<file path="src/rtl/hpwm_pkg.sv">
package hpwm_pkg;

  // Command applied to the output SR flop on one tick
  typedef enum logic [1:0] {
    SR_HOLD = 2'd0,
    SR_SET  = 2'd1,
    SR_CLR  = 2'd2
  } sr_cmd_e;

  // Set has priority over clear on the same tick
  function automatic sr_cmd_e sr_resolve(input logic set_req, input logic clr_req);
    if (set_req) return SR_SET;
    if (clr_req) return SR_CLR;
    return SR_HOLD;
  endfunction

endpackage

</file>
<file path="src/rtl/hpwm_timebase.sv">
module hpwm_timebase #(
  parameter int FINE_W = 4,
  parameter int CRS_W  = 4
) (
  input  logic              clk,
  input  logic              rst_n,
  output logic [FINE_W-1:0] phase_o,
  output logic [CRS_W-1:0]  crs_o,
  output logic              coarse_en_o,
  output logic              period_start_o,
  output logic              last_tick_o
);
  localparam logic [FINE_W-1:0] PH_MAX  = '1;
  localparam logic [CRS_W-1:0]  CRS_MAX = '1;

  logic [FINE_W-1:0] phase_q;
  logic [CRS_W-1:0]  crs_q;

  always_ff @(posedge clk) begin
    if (!rst_n) begin
      phase_q <= '0;
      crs_q   <= '0;
    end else begin
      phase_q <= phase_q + 1'b1;
      if (phase_q == PH_MAX) crs_q <= crs_q + 1'b1;
    end
  end

  assign phase_o        = phase_q;
  assign crs_o          = crs_q;
  assign coarse_en_o    = (phase_q == '0);
  assign period_start_o = (phase_q == '0) && (crs_q == '0);
  assign last_tick_o    = (phase_q == PH_MAX) && (crs_q == CRS_MAX);
endmodule

</file>
<file path="src/rtl/hpwm_fine_line.sv">
module hpwm_fine_line #(
  parameter int FINE_W = 4,
  localparam int CELLS = 1 << FINE_W
) (
  input  logic              clk,
  input  logic              rst_n,
  input  logic [FINE_W-1:0] fine_i,
  input  logic              trig_i,
  output logic [CELLS-1:0]  entry_o,
  output logic              edge_o
);
  // One-hot control word: bit k marks entry at cell k (k cells from the output)
  function automatic logic [CELLS-1:0] decode_entry(input logic [FINE_W-1:0] f);
    logic [CELLS-1:0] w;
    w    = '0;
    w[f] = 1'b1;
    return w;
  endfunction

  logic [CELLS-1:0] ctrl_word;
  logic [CELLS-1:0] gate_n;
  logic [CELLS-1:0] cell_d;
  logic [CELLS-1:0] cell_q;

  assign ctrl_word = decode_entry(fine_i);

  for (genvar i = 0; i < CELLS; i++) begin : g_cell
    // Shared trigger gates every decoder output
    assign gate_n[i]  = ~(ctrl_word[i] & trig_i);
    assign entry_o[i] = ~gate_n[i];
    if (i == CELLS - 1) begin : g_head
      assign cell_d[i] = entry_o[i];
    end else begin : g_body
      assign cell_d[i] = cell_q[i+1] | entry_o[i];
    end
  end

  always_ff @(posedge clk) begin
    if (!rst_n) cell_q <= '0;
    else        cell_q <= cell_d;
  end

  assign edge_o = cell_q[0];
endmodule

</file>
<file path="src/rtl/hpwm_sr_out.sv">
module hpwm_sr_out (
  input  logic clk,
  input  logic rst_n,
  input  logic set_i,
  input  logic clr_i,
  output logic q_o
);
  import hpwm_pkg::*;

  sr_cmd_e cmd;
  assign cmd = sr_resolve(set_i, clr_i);

  always_ff @(posedge clk) begin
    if (!rst_n) q_o <= 1'b0;
    else begin
      case (cmd)
        SR_SET:  q_o <= 1'b1;
        SR_CLR:  q_o <= 1'b0;
        default: q_o <= q_o;
      endcase
    end
  end
endmodule

</file>
<file path="src/rtl/hybrid_pwm.sv">
module hybrid_pwm #(
  parameter int DUTY_W = 8,
  parameter int FINE_W = 4
) (
  input  logic              clk,
  input  logic              rst_n,
  input  logic [DUTY_W-1:0] duty_i,
  output logic              pwm_o
);
  localparam int CRS_W = DUTY_W - FINE_W;
  localparam int CELLS = 1 << FINE_W;

  logic [DUTY_W-1:0] shadow_q;
  logic [FINE_W-1:0] phase;
  logic [CRS_W-1:0]  crs;
  logic              coarse_en;
  logic              period_start;
  logic              last_tick;
  logic [CRS_W-1:0]  crs_field;
  logic [FINE_W-1:0] fine_field;
  logic              trig;
  logic [CELLS-1:0]  entry;
  logic              chain_out;

  // the command is captured only on the last tick of a period
  always_ff @(posedge clk) begin
    if (!rst_n)         shadow_q <= '0;
    else if (last_tick) shadow_q <= duty_i;
  end

  // field split
  assign crs_field  = shadow_q[DUTY_W-1:FINE_W];
  assign fine_field = shadow_q[FINE_W-1:0];

  hpwm_timebase #(.FINE_W(FINE_W), .CRS_W(CRS_W)) u_tb (
    .clk            (clk),
    .rst_n          (rst_n),
    .phase_o        (phase),
    .crs_o          (crs),
    .coarse_en_o    (coarse_en),
    .period_start_o (period_start),
    .last_tick_o    (last_tick)
  );

  // release only at the start of the matching coarse cycle
  assign trig = coarse_en && (crs == crs_field);

  hpwm_fine_line #(.FINE_W(FINE_W)) u_line (
    .clk     (clk),
    .rst_n   (rst_n),
    .fine_i  (fine_field),
    .trig_i  (trig),
    .entry_o (entry),
    .edge_o  (chain_out)
  );

  hpwm_sr_out u_sr (
    .clk   (clk),
    .rst_n (rst_n),
    .set_i (period_start),
    .clr_i (chain_out),
    .q_o   (pwm_o)
  );
endmodule

</file>
<file path="config.mk">
export PLATFORM = sky130hd
export DESIGN_NAME = hybrid_pwm
export DESIGN_NICKNAME = d
export VERILOG_FILES = /design/src/rtl/hpwm_pkg.sv /design/src/rtl/hpwm_timebase.sv /design/src/rtl/hpwm_fine_line.sv /design/src/rtl/hpwm_sr_out.sv /design/src/rtl/hybrid_pwm.sv
export SDC_FILE = /design/constraint.sdc
export NUM_CORES = 1
export LEC_CHECK = 0
export ABC_AREA = 1
export BUFFER_PORTS_ARGS = -buffer_cell sky130_fd_sc_hd__buf_4
export CORE_MARGIN = 4
export CORE_UTILIZATION = 45
export DETAILED_ROUTE_END_ITERATION = 8
export GPL_TIMING_DRIVEN = 1
export PLACE_DENSITY_LB_ADDON = 0.25
export SYNTH_ARGS = -nofsm -noshare
export SYNTH_HDL_FRONTEND = slang
export SYNTH_SLANG_ARGS = --single-unit
</file>
<file path="constraint.sdc">
create_clock -name clk -period 1.5 [get_ports clk]
set_input_delay 0.3 -clock clk [delete_from_list [all_inputs] [get_ports clk]]
set_output_delay 0.3 -clock clk [all_outputs]
set_load 0.02 [all_outputs]
</file>
* After elaboration in Yosys (flattened, before gate mapping)
Index checks and enable logic that the tools add are counted.
Cells by class: $add $sub $neg 2, order comparisons 2, equal/unequal tests 5, muxes and demuxes 10, bitwise logic cells 31, reduce and logical (&&, ||, !) cells 7
Operator list (number):
- $and A1 B1 Y1 | 16
- $or A1 B1 Y1 | 15
- $add A4 B1 Y4 const B | 2
- $eq A4 B4 Y1 const B | 2
- $logic_not A4 Y1 | 2
- $mux W2 | 4
- $lt A4 B5 Y1 const B | 1
- $demux W1 S4 | 1
- $eq A4 B4 Y1 | 1
- $ge A4 B1 Y1 const B | 1
- $logic_and A1 B1 Y1 | 4
- $mux W1 | 4
- $eq A2 B1 Y1 const B | 1
- $eq A2 B2 Y1 const B | 1
- $pmux W1 S2 | 1
- $reduce_bool A2 Y1 | 1
Word-level totals: flip-flop bits (word level) 33, input port bits 10, output and inout bits 1, word-level logic and storage cells 62

* Logic depth before layout (Yosys ltp)
Gate-level depths: netlist of the first run.
depth after elaboration 8, depth in mapped cells 8, depth with buffers taken out 8

* By module
Synthesis of the first run repeated with hierarchy kept, for this count alone.
Second synthesis, totals: cell total of the unflattened synthesis 201, area total of the unflattened synthesis 1445.1 sq um
Modules (own cells, without submodules):
- hpwm_fine_line | times used 1, cells each 95, area an instance 666.9 sq um, seq. area each 320.3 sq um
- hpwm_timebase | times used 1, cells each 49, area an instance 381.6 sq um, seq. area each 160.2 sq um
- hybrid_pwm | times used 1, cells each 51, area an instance 352.8 sq um, seq. area each 160.2 sq um
- hpwm_sr_out | times used 1, cells each 6, area an instance 43.8 sq um, seq. area each 20.0 sq um

* Worst setup path after synthesis of the first run
Ideal clock, no wire load.
kind flip-flop to flip-flop, start point register u_tb.phase_q[0], in the netlist u_tb.phase_o[0], end point register shadow_q[5], library setup time 0.119 ns, arrival time 1.208 ns, required time 1.381 ns, setup slack 0.172 ns, stages on the path, launching flop included 8, path buffers 1, period minus slack after synthesis 1.328 ns, path through dfxtp_1 -> ha_1 -> nand2_1 -> nor2_2 -> nand4_2 -> buf_2 -> o21ai_1 -> a21oi_1
On the way: cells in the longest elaborated chain, start to end 2
Ends and longest elaborated chain:
- start, declared | RTL line hpwm_timebase.sv:16 | logic [FINE_W-1:0] phase_q;
- start signal, assigned | RTL line hpwm_timebase.sv:24 | phase_q <= phase_q + 1'b1;
- $eq A4 B4 Y1 | RTL line hpwm_timebase.sv:33 | assign last_tick_o = (phase_q == PH_MAX) && (crs_q == CRS_MAX);
- $logic_and A1 B1 Y1 | RTL line hpwm_timebase.sv:33
- end signal, assigned | RTL line hybrid_pwm.sv:28 | else if (last_tick) shadow_q <= duty_i;
- end, declared | RTL line hybrid_pwm.sv:13 | logic [DUTY_W-1:0] shadow_q;
Every way passes these cells. A chain may end at the register's enable or synchronous reset.

* Final worst setup path of the first run
start point register u_tb.phase_q[0], in the netlist u_tb.phase_o[0], end point register shadow_q[3]
Same word-level chain as after synthesis.

==> results of run 1 <==
==> what timing repair did <==
action | CTS | global route
resized for setup | 2 | 10
cloned | 0 | 1
endpoints found under the hold margin | 0 | 0
setup endpoints to repair | 8 | 10
pin swaps | 1 | 2
==> registers in the layout, summed over array words and instances, names as in the netlist <==
| register | flops |
|---|---|
| u_tb.phase_o | 4 |
| shadow_q | 8 |
| u_tb.crs_o | 4 |
| u_line.cell_q | 16 |
| u_sr.q_o | 1 |
==> worst max path at each step <==
stage / startpoint / slack (ns) / to
after floorplan: u_tb.phase_o[0] / 0.17 / shadow_q[5]
after global placement: u_tb.phase_o[0] / 0.01 / shadow_q[4]
after detailed placement: u_tb.phase_o[0] / -0.13 / shadow_q[1]
after CTS: u_tb.phase_o[0] / 0.02 / shadow_q[1]
after global routing: u_tb.phase_o[0] / -0.009 / shadow_q[4]
final: u_tb.phase_o[0] / 0.07 / shadow_q[3]
==> worst max-delay path, stage by stage (launching register included) <==
cell and delay (ns):
dfxtp_2 0.37, ha_1 0.18, nand2_1 0.11, nor2_4 0.23, nand4_4 0.18, o21ai_0 0.20, a21oi_1 0.05
==> routing by layer <==
layer	up-vias	GRT usage
met5	-	0
met4	0	0.0660
met3	6	0.0589
met2	22	0.216
met1	571	0.176
li1	648	-
==> layout make-up <==
cell class / instances / area share
well taps: 44 / 0.0334
repair buffers: 12 / 0.0547
clock inverters: 2 / 0.00607
inverters: 33 / 0.0752
multi-input cells: 121 / 0.402
clock buffers: 6 / 0.0251
flip-flops and latches: 33 / 0.403
==> power groups by stage <==
stage | Clock (mW) | Combinational [mW] | Sequential [mW]
3_3_place_gp | 0 | 0.101 | 0.916
6_report | 0.474 | 0.106 | 0.899
2_1_floorplan | 0 | 0.0696 | 0.919
3_5_place_dp | 0 | 0.106 | 0.917
5_1_grt | 0.533 | 0.120 | 0.901
4_1_cts | 0.488 | 0.106 | 0.897
==> placed cells by master (no fill, tap or decap), types with 4 or more instances in the layout <==
cell type  instances
inv_1             29
nor2_1            23
clkbuf_4           5
nand4_1           15
buf_4             12
ha_1               4
o21ai_1            7
dfxtp_1           30
nand2_1           27
a21oi_1           28
==> logic make-up (layout without fill, tap and decap cells) <==
family,Yosys count,in the layout,share of synthesized area
and+or+nand+nor,77,78,0.252
buffers and inverters,39,53,0.110
AOI/OAI and AO/OA,38,38,0.132
DFF,33,33,0.460
adders and majority gates,4,4,0.0348
xor gates and xnor gates,1,1,0.0113
==> cell usage after synthesis, drive strengths merged <==
cell type,number,area (µm²)
nand3,3,15.0
nor3,4,25.0
dfxtp,33,661
nand2,28,105
ha,4,50.1
clkbuf,2,7.51
buf,4,26.3
o21ai,10,50.0
nor2,26,110
inv,32,120
nand4,16,106
clkinv,1,3.75
xnor2,1,16.3
a21oi,28,140
==> through the flow <==
stage	hold slack (ns)	total power, mW	setup TNS, ns	std cells
3_3_place_gp	0.420	1.02	0	242
5_1_grt	0.196	1.55	-0.0167	251
4_1_cts	0.192	1.49	0	250
3_5_place_dp	0.428	1.02	-0.761	242
2_1_floorplan	0.415	0.989	0	192
6_report	0.208	1.48	0	251
==> flow_metrics.py, run 1 <==
metrics = {
    "status": {
        "outcome": "completed",
    },
    "drt": {
        "wl_met2_um": 1290,
        "vias_per_cell": 4.97,
        "top_layer_used": "met4",
        "drtIter0Drc": 44,
        "wl_met1_um": 1320,
        "antenna_left": 0,
        "drt_wl_total_um": 2770,
        "route.detailed.drc": 0,
        "dr_wl_met3_um": 124,
        "wl_per_cell_um": 11.1,
        "first_pass_iters": 4,
        "num_vias": 1247,
    },
    "clock_tree": {
        "htree_num_levels": 2,
        "clk_latency_ns": 0.33,
        "ctsRootBufferMaster": "clkbuf_4",
        "cts_setup_buffers": 0,
        "hold_buffers": 0,
        "clk_pin_slew_ns": 0.10,
        "cts_buffers": 5,
        "cts_tree": "yes",
        "clk_path_buf_depth": 2,
        "clock-sinks": 33,
    },
    "timing": {
        "hold_viol": 0,
        "fin_ws_ns": 0.0748,
        "finalCritPeriodShare": 0.950,
        "layout_min_cycle_time_ns": 1.43,
        "fmaxAchievable_ghz": 0.702,
        "finalMaxSlewViolations": 0,
        "max_slew_margin": 0.736,
        "tightest_slew_ns": 0.395,
        "finalSetupViolCount": 0,
        "skew_ns": 0.00347,
    },
    "pwr": {
        "power_frac_clock": 0.321,
        "powerDensity_mw_per_mm2": 897,
        "irDropWorstVdd_mv": 0.582,
        "leakagePower_nw": 0.612,
        "swShare": 0.248,
        "p_sw_mw": 0.367,
        "p_int_mw": 1.11,
        "pwr-share-comb": 0.072,
        "p_seq_frac": 0.608,
    },
    "worst_setup_path": {
        "cp.arrival_ns": 1.65,
        "crit_path_end_kind": "register",
        "cp.required_ns": 1.73,
        "worstSetupStartpointType": "register",
        "reg2reg_to": "shadow_q[3]",
        "critical_path_class": "reg2reg",
        "rr_startpoint": "u_tb.phase_o[0]",
        "rr_worst_depth": 6,
        "critPathMaxFanout": 8,
        "reg2reg_slack_ns": 0.07,
    },
    "worst_hold_path": {
        "holdCritStartpoint": "duty_i[6]",
        "hold_class": "in2reg",
        "worstHoldPathCells": 3,
        "min_to": "shadow_q[6]",
    },
    "final_layout": {
        "multiInputGateArea_um2": 663,
        "drive_above_1_share": 0.164,
        "utilization": 0.540,
        "final_cell_area_mm2": 0.00165,
        "fin_nets": 220,
        "seq_area_um2": 664,
        "synthToLayoutAreaGrowth_pct": 14.7,
        "fill_cells": 323,
        "diodes": 0,
    },
    "global_routing": {
        "grt.total_usage": 0.143,
        "grt_start_max_net_pins": 17,
        "grt_pass1_wl_um": 4630,
        "grt-ovfl-total": 0,
        "grt_pass1_vias": 1100,
        "antenna_found_initial": 0,
    },
    "placement": {
        "dp_slack_ns": -0.130,
        "io_buffers": 10,
        "placed_area_mm2": 0.00155,
        "place.gp.congestion": 0.889,
        "place.detailed.hpwl_um": 1950,
    },
    "synth": {
        "ys_warn_count": 0,
        "syn_nets": 206,
        "synth-seq-cells": 33,
        "avgSynthCellArea_um2": 7.48,
        "synthCells": 192,
        "synth_cell_types": 21,
        "synth_area_mm2": 0.00144,
        "seq_area_frac_synth": 0.460,
    },
    "floorplan": {
        "initial_core_util": 0.470,
        "io_pins": 11,
        "rows": 20,
        "die_w_um": 64.5,
        "die_h_um": 64.5,
        "fp.dieArea_mm2": 0.00416,
        "core_area_mm2": 0.00305,
    },
    "flow_run": {
        "cap_violations": 0,
    },
}
Note: power is estimated with default switching activity, not from simulation.
==> inputs of run 2 (changes only) <==
==> constraint.sdc (replaced) <==
create_clock -name clk -period 1.2 [get_ports clk]
set_input_delay 0.24 -clock clk [delete_from_list [all_inputs] [get_ports clk]]
set_output_delay 0.24 -clock clk [all_outputs]
set_load 0.02 [all_outputs]
==> run 2 against run 1 <==
Net effect: the run now ends with negative setup slack left; worst hold slack got worse by 0.066 ns; global-route usage rose by 1.8 points; register-to-register slack got worse by 0.27 ns; clock skew rose by 0.0078 ns; critical path depth rose by 3; clock power rose by 26%; critical path type unchanged; critical endpoint is now shadow_q[6]; highest routed layer unchanged.
==> flow_metrics.py, run 2 (same netlist as run 1, synthesis figures left out) <==
metrics = {
    "drt": {
        "first_pass_iters": 4,
        "antenna_left": 0,
        "drt_wl_total_um": 3350,
        "vias_per_cell": 5.02,
        "num_vias": 1350,
        "route.detailed.drc": 0,
        "wl_per_cell_um": 12.4,
        "drtIter0Drc": 57,
    },
    "placement": {
        "io_buffers": 10,
        "place.detailed.hpwl_um": 2130,
        "dp_slack_ns": -0.145,
        "dp.cells": 250,
        "place.gp.congestion": 0.789,
    },
    "clock_tree": {
        "clock-sinks": 33,
        "ctsRootBufferMaster": "clkbuf_4",
        "clk_path_buf_depth": 2,
        "htree_num_levels": 2,
        "cts_buffers": 5,
        "clk_latency_ns": 0.34,
        "clk_pin_slew_ns": 0.10,
        "cts_tree": "yes",
    },
    "status": {
        "outcome": "finished, violations left",
        "violations": "negative setup slack",
    },
    "final_layout": {
        "final_common_cell": "dfxtp_1",
        "largest_reg_flops": 16,
        "drive_above_1_share": 0.329,
        "layout_common_cells": "dfxtp_1, inv_1, a21oi_1, buf_4, nand2_1",
        "final_cells": 269,
        "top_regs": "u_line.cell_q: 16 flops, shadow_q: 8 flops",
        "utilization": 0.647,
        "fin_nets": 238,
        "synthToLayoutAreaGrowth_pct": 37.5,
        "diodes": 0,
        "top_register": "u_line.cell_q",
        "fill_cells": 262,
    },
    "worst_setup_path": {
        "worstSetupStartpointType": "register",
        "critical_path_class": "reg2reg",
        "crit_top_cell": "buf_4",
        "cp.required_ns": 1.48,
        "crit_path_end_kind": "register",
        "slowest_delay_ns": 0.38,
        "critPathSlowestCell": "dfxtp_4",
        "cp.arrival_ns": 1.67,
        "path_cells": "ha_4 > nand2_4 > nor2_4 > buf_4 > buf_4 > nand2_1 > nor2_2 > a21oi_1 > nor2_1",
        "critPathMaxFanout": 4,
    },
    "worst_hold_path": {
        "hold_class": "in2reg",
    },
    "global_routing": {
        "grt-ovfl-total": 0,
        "grt_start_max_net_pins": 17,
        "antenna_found_initial": 0,
        "grt_pass1_wl_um": 5080,
        "grt_pass1_vias": 1152,
        "grt.total_usage": 0.161,
    },
    "timing": {
        "finalCritPeriodShare": 1.16,
        "tightest_slew_ns": 0.316,
        "layout_min_cycle_time_ns": 1.39,
        "fin_ws_ns": -0.191,
        "finalSetupViolCount": 26,
        "fmaxAchievable_ghz": 0.719,
        "finalMaxSlewViolations": 0,
        "skew_ns": 0.0113,
        "whs_ns": 0.142,
        "rsz0062_at_grt": "yes",
        "hold_viol": 0,
        "max_slew_margin": 0.789,
    },
    "pwr": {
        "p_total_mw": 1.95,
        "powerDensity_mw_per_mm2": 988,
        "irDropWorstVdd_mv": 0.853,
        "leakagePower_nw": 0.779,
    },
    "floorplan": {
        "die_w_um": 64.5,
        "core_area_mm2": 0.00305,
        "initial_core_util": 0.470,
        "die_h_um": 64.5,
        "rows": 20,
        "fp.dieArea_mm2": 0.00416,
        "io_pins": 11,
    },
    "flow_run": {
        "cap_violations": 0,
    },
}
## run 2: changes by cell type in the layout (fill, tap and decap cells not counted), moves of 3 or more
cell	delta
inv_1	-3
dfxtp_4	+3
a21oi_1	-4
a21oi_2	+4
dfxtp_1	-3
buf_4	+12
nand2_1	-4
o21ai_2	+4
buf_12	+3
## run 2: critical path, delay by kind of cell (launching register included)
family,cells,cell delay (ns)
AOI/OAI and AO/OA,1,0.09
buffers and inverters,2,0.23
DFF,1,0.38
adders and majority gates,1,0.15
and+or+nand+nor,5,0.49
## run 2: final cells by class
cell class	count	area, µm²	area share
inverters	33	129	0.0653
flip-flops and latches	33	676	0.342
well taps	44	55.1	0.0279
clock buffers	8	48.8	0.0247
repair buffers	30	302	0.153
multi-input cells	121	764	0.387
## run 2: worst paths after layout
check | start | end | slack [ns] | cells past startpoint
worst max register to register | u_tb.phase_o[0] | shadow_q[6] | -0.19 | 9
worst min-delay path | duty_i[2] | shadow_q[2] | 0.14 | 3
worst max-delay path | u_tb.phase_o[0] | shadow_q[6] | -0.19 | 9
worst min register to register | u_line.cell_q[1] | u_line.cell_q[0] | 0.44 | 2
## run 2: stage by stage
stage	area [µm²]	TNS, ns
2_1_floorplan	1480	-0.0400
3_3_place_gp	1680	-0.659
3_5_place_dp	1680	-2.12
4_1_cts	1770	-1.14
5_1_grt	1970	-4.96
6_report	1970	-3.11
## run 2: report_power, final
group | internal (mW) | switching (mW) | total, mW | leakage [nW]
Clock | 0.233 | 0.363 | 0.596 | 0.0265
Sequential | 1.11 | 0.0155 | 1.12 | 0.270
Combinational | 0.120 | 0.111 | 0.231 | 0.482
Total | 1.46 | 0.490 | 1.95 | 0.779
## run 2: timing repair
item / in CTS / in global routing
cloned: 1 / 2
buffers inserted: 0 / 8
endpoints found under the setup margin: 25 / 29
pin swaps: 6 / 19
hold buffers: 0 / 0
gates resized for setup: 7 / 35
## run 2: per-layer routing
layer / share of wire / wire length, µm / GRT usage
met5: 0 / 0 / 0
met3: 0.053 / 179 / 0.0624
met2: 0.51 / 1700 / 0.258
met1: 0.42 / 1410 / 0.193
met4: 0.019 / 64 / 0.0633
==> inputs of run 3 (changes only) <==
--- a/config.mk
+++ b/config.mk
@@ -7,11 +7,11 @@
 export LEC_CHECK = 0
 export ABC_AREA = 1
 export BUFFER_PORTS_ARGS = -buffer_cell sky130_fd_sc_hd__buf_4
-export CORE_MARGIN = 4
 export CORE_UTILIZATION = 45
 export DETAILED_ROUTE_END_ITERATION = 8
 export GPL_TIMING_DRIVEN = 1
 export PLACE_DENSITY_LB_ADDON = 0.25
+export REMOVE_ABC_BUFFERS = 1
 export SYNTH_ARGS = -nofsm -noshare
 export SYNTH_HDL_FRONTEND = slang
 export SYNTH_SLANG_ARGS = --single-unit
==> run 3 against run 2 <==
Net effect: the run still ends with negative setup slack left; non-clock buffer count is 1 higher; first-iteration DRC count is 11% lower; global-route usage increased by 3.1 points; routed wire length shrank 4.4%; sequential power about the same; final cell count is 0.37% higher; setup slack improved by 0.039 ns; sequential share of layout area shrank 0.82 points.
==> flow_metrics.py, run 3 (same netlist as run 1, synthesis figures left out) <==
metrics = {
    "status": {
        "outcome": "finished, violations left",
        "violations": "negative setup slack",
    },
    "clock_tree": {
        "htree_num_levels": 2,
        "hold_buffers": 0,
        "clk_pin_slew_ns": 0.11,
        "cts_buffers": 5,
        "clk_path_buf_depth": 2,
        "cts_tree": "yes",
        "clk_latency_ns": 0.34,
        "ctsRootBufferMaster": "clkbuf_4",
        "clock-sinks": 33,
    },
    "drt": {
        "first_pass_iters": 4,
        "route.detailed.drc": 0,
        "vias_per_cell": 4.92,
        "num_vias": 1328,
        "drt_wl_total_um": 3200,
        "antenna_left": 0,
        "drtIter0Drc": 51,
        "wl_per_cell_um": 11.9,
    },
    "global_routing": {
        "grt.total_usage": 0.191,
        "grt-ovfl-total": 0,
        "grt_pass1_vias": 1193,
        "grt_start_max_net_pins": 17,
        "antenna_found_initial": 0,
        "grt_pass1_wl_um": 4870,
    },
    "worst_setup_path": {
        "cp_top_family": "flip-flops",
        "slowest_delay_ns": 0.35,
        "critPathSlowestCell": "dfxtp_2",
        "cp.required_ns": 1.46,
        "path_cells": "buf_6 > inv_2 > ha_4 > nand2_4 > nor2_4 > clkbuf_16 > nand4_1 > a21oi_1",
        "crit_buf_inv": 3,
        "crit_path_end_kind": "register",
        "worstSetupStartpointType": "register",
        "critPathMaxFanout": 8,
        "cp.arrival_ns": 1.61,
        "critical_path_class": "reg2reg",
    },
    "pwr": {
        "leakagePower_nw": 0.794,
        "irDropWorstVdd_mv": 0.734,
        "p_total_mw": 2.24,
        "powerDensity_mw_per_mm2": 1120,
    },
    "floorplan": {
        "initial_core_util": 0.474,
        "die_h_um": 58.5,
        "fp.dieArea_mm2": 0.00342,
        "die_w_um": 58.5,
        "rows": 20,
        "io_pins": 11,
        "core_area_mm2": 0.00303,
    },
    "placement": {
        "place.detailed.hpwl_um": 2070,
        "place.gp.congestion": 0.796,
        "placed_area_mm2": 0.00167,
        "io_buffers": 10,
    },
    "timing": {
        "tightest_slew_ns": 0.414,
        "max_slew_margin": 0.724,
        "fin_ws_ns": -0.152,
        "hold_viol": 0,
        "finalSetupViolCount": 28,
        "layout_min_cycle_time_ns": 1.35,
        "finalCritPeriodShare": 1.13,
        "skew_ns": 0.0107,
        "fmaxAchievable_ghz": 0.740,
        "finalMaxSlewViolations": 0,
        "finalSetupTns_ns": -2.39,
        "rsz0062_at_grt": "yes",
    },
    "flow_run": {
        "cap_violations": 0,
    },
    "final_layout": {
        "largest_reg_flops": 16,
        "top_regs": "u_line.cell_q: 16 flops, shadow_q: 8 flops",
        "final_cell_area_mm2": 0.00199,
        "fin_nets": 239,
        "layout_common_cells": "dfxtp_1, inv_1, nand2_1",
        "final_common_cell": "dfxtp_1",
        "synthToLayoutAreaGrowth_pct": 38.8,
        "drive_above_1_share": 0.323,
        "top_register": "u_line.cell_q",
        "diodes": 0,
    },
    "worst_hold_path": {
        "hold_class": "in2reg",
    },
}
[run 3: changes by cell type in the layout (fill, tap and decap cells not counted), moves of 2 or more]
cell / previous run / this run
buf_6: 1 / 5
dfxtp_4: 3 / 0
a21oi_1: 24 / 22
a21oi_2: 4 / 6
clkbuf_1: 3 / 1
dfxtp_1: 27 / 29
nand2_1: 23 / 25
nand2_2: 3 / 1
o21ai_1: 5 / 3
[run 3: metal layers]
layer / track usage / share of wire / up-vias
li1: - / - / 689
met1: 0.209 / 0.42 / 616
met2: 0.340 / 0.54 / 18
met3: 0.0593 / 0.027 / 5
met4: 0.0850 / 0.0094 / 0
met5: 0 / 0 / -
[run 3: power breakdown]
group	switching (mW)	total, mW	internal, mW
logic	0.116	0.244	0.128
clock network	0.374	0.872	0.497
registers	0.0131	1.12	1.11
total	0.504	2.24	1.74
[run 3: final cells by class]
type	instances	area [µm²]
multi-input cells	121	767
fillers	263	1030
well taps	44	55.1
repair buffers	31	294
flip-flops and latches	33	666
inverters	33	126
clock buffers	7	55.1
clock inverters	1	30.0
[run 3: repair_timing]
item                                    4_1_cts  5_1_grt
gates resized for setup                      10       35
endpoints found under the setup margin       28       29
hold endpoints to repair                      0        0
cloned                                        1        1
pin swaps                                     3       13
buffers inserted                              1        4
[run 3: per-stage QoR]
stage	worst slack, ns	std cells	hold WS [ns]	util
CTS	-0.115	265	0.130	0.601
finish	-0.152	270	0.143	0.658
global route	-0.222	270	0.141	0.658
global placement	-0.161	255	0.420	0.552
floorplan	-0.162	186	0.333	-
detailed placement	-0.253	255	0.428	0.552
[run 3: tightest hold or removal path, delay by kind of cell]
| kind | cells | cell delay (ns) |
|---|---|---|
| AO/OA/AOI/OAI | 2 | 0.13 |
| buffers and inverters | 1 | 0.08 |
[run 3: path summary, 6_finish.rpt]
kind	start	endpoint	slack [ns]	cells after the start
worst max-delay path	u_tb.phase_o[1]	u_line.cell_q[7]	-0.15	8
worst min-delay path	duty_i[1]	shadow_q[1]	0.14	3
worst max register to register	u_tb.phase_o[1]	u_line.cell_q[7]	-0.15	8
worst min register to register	u_line.cell_q[7]	u_line.cell_q[6]	0.44	2
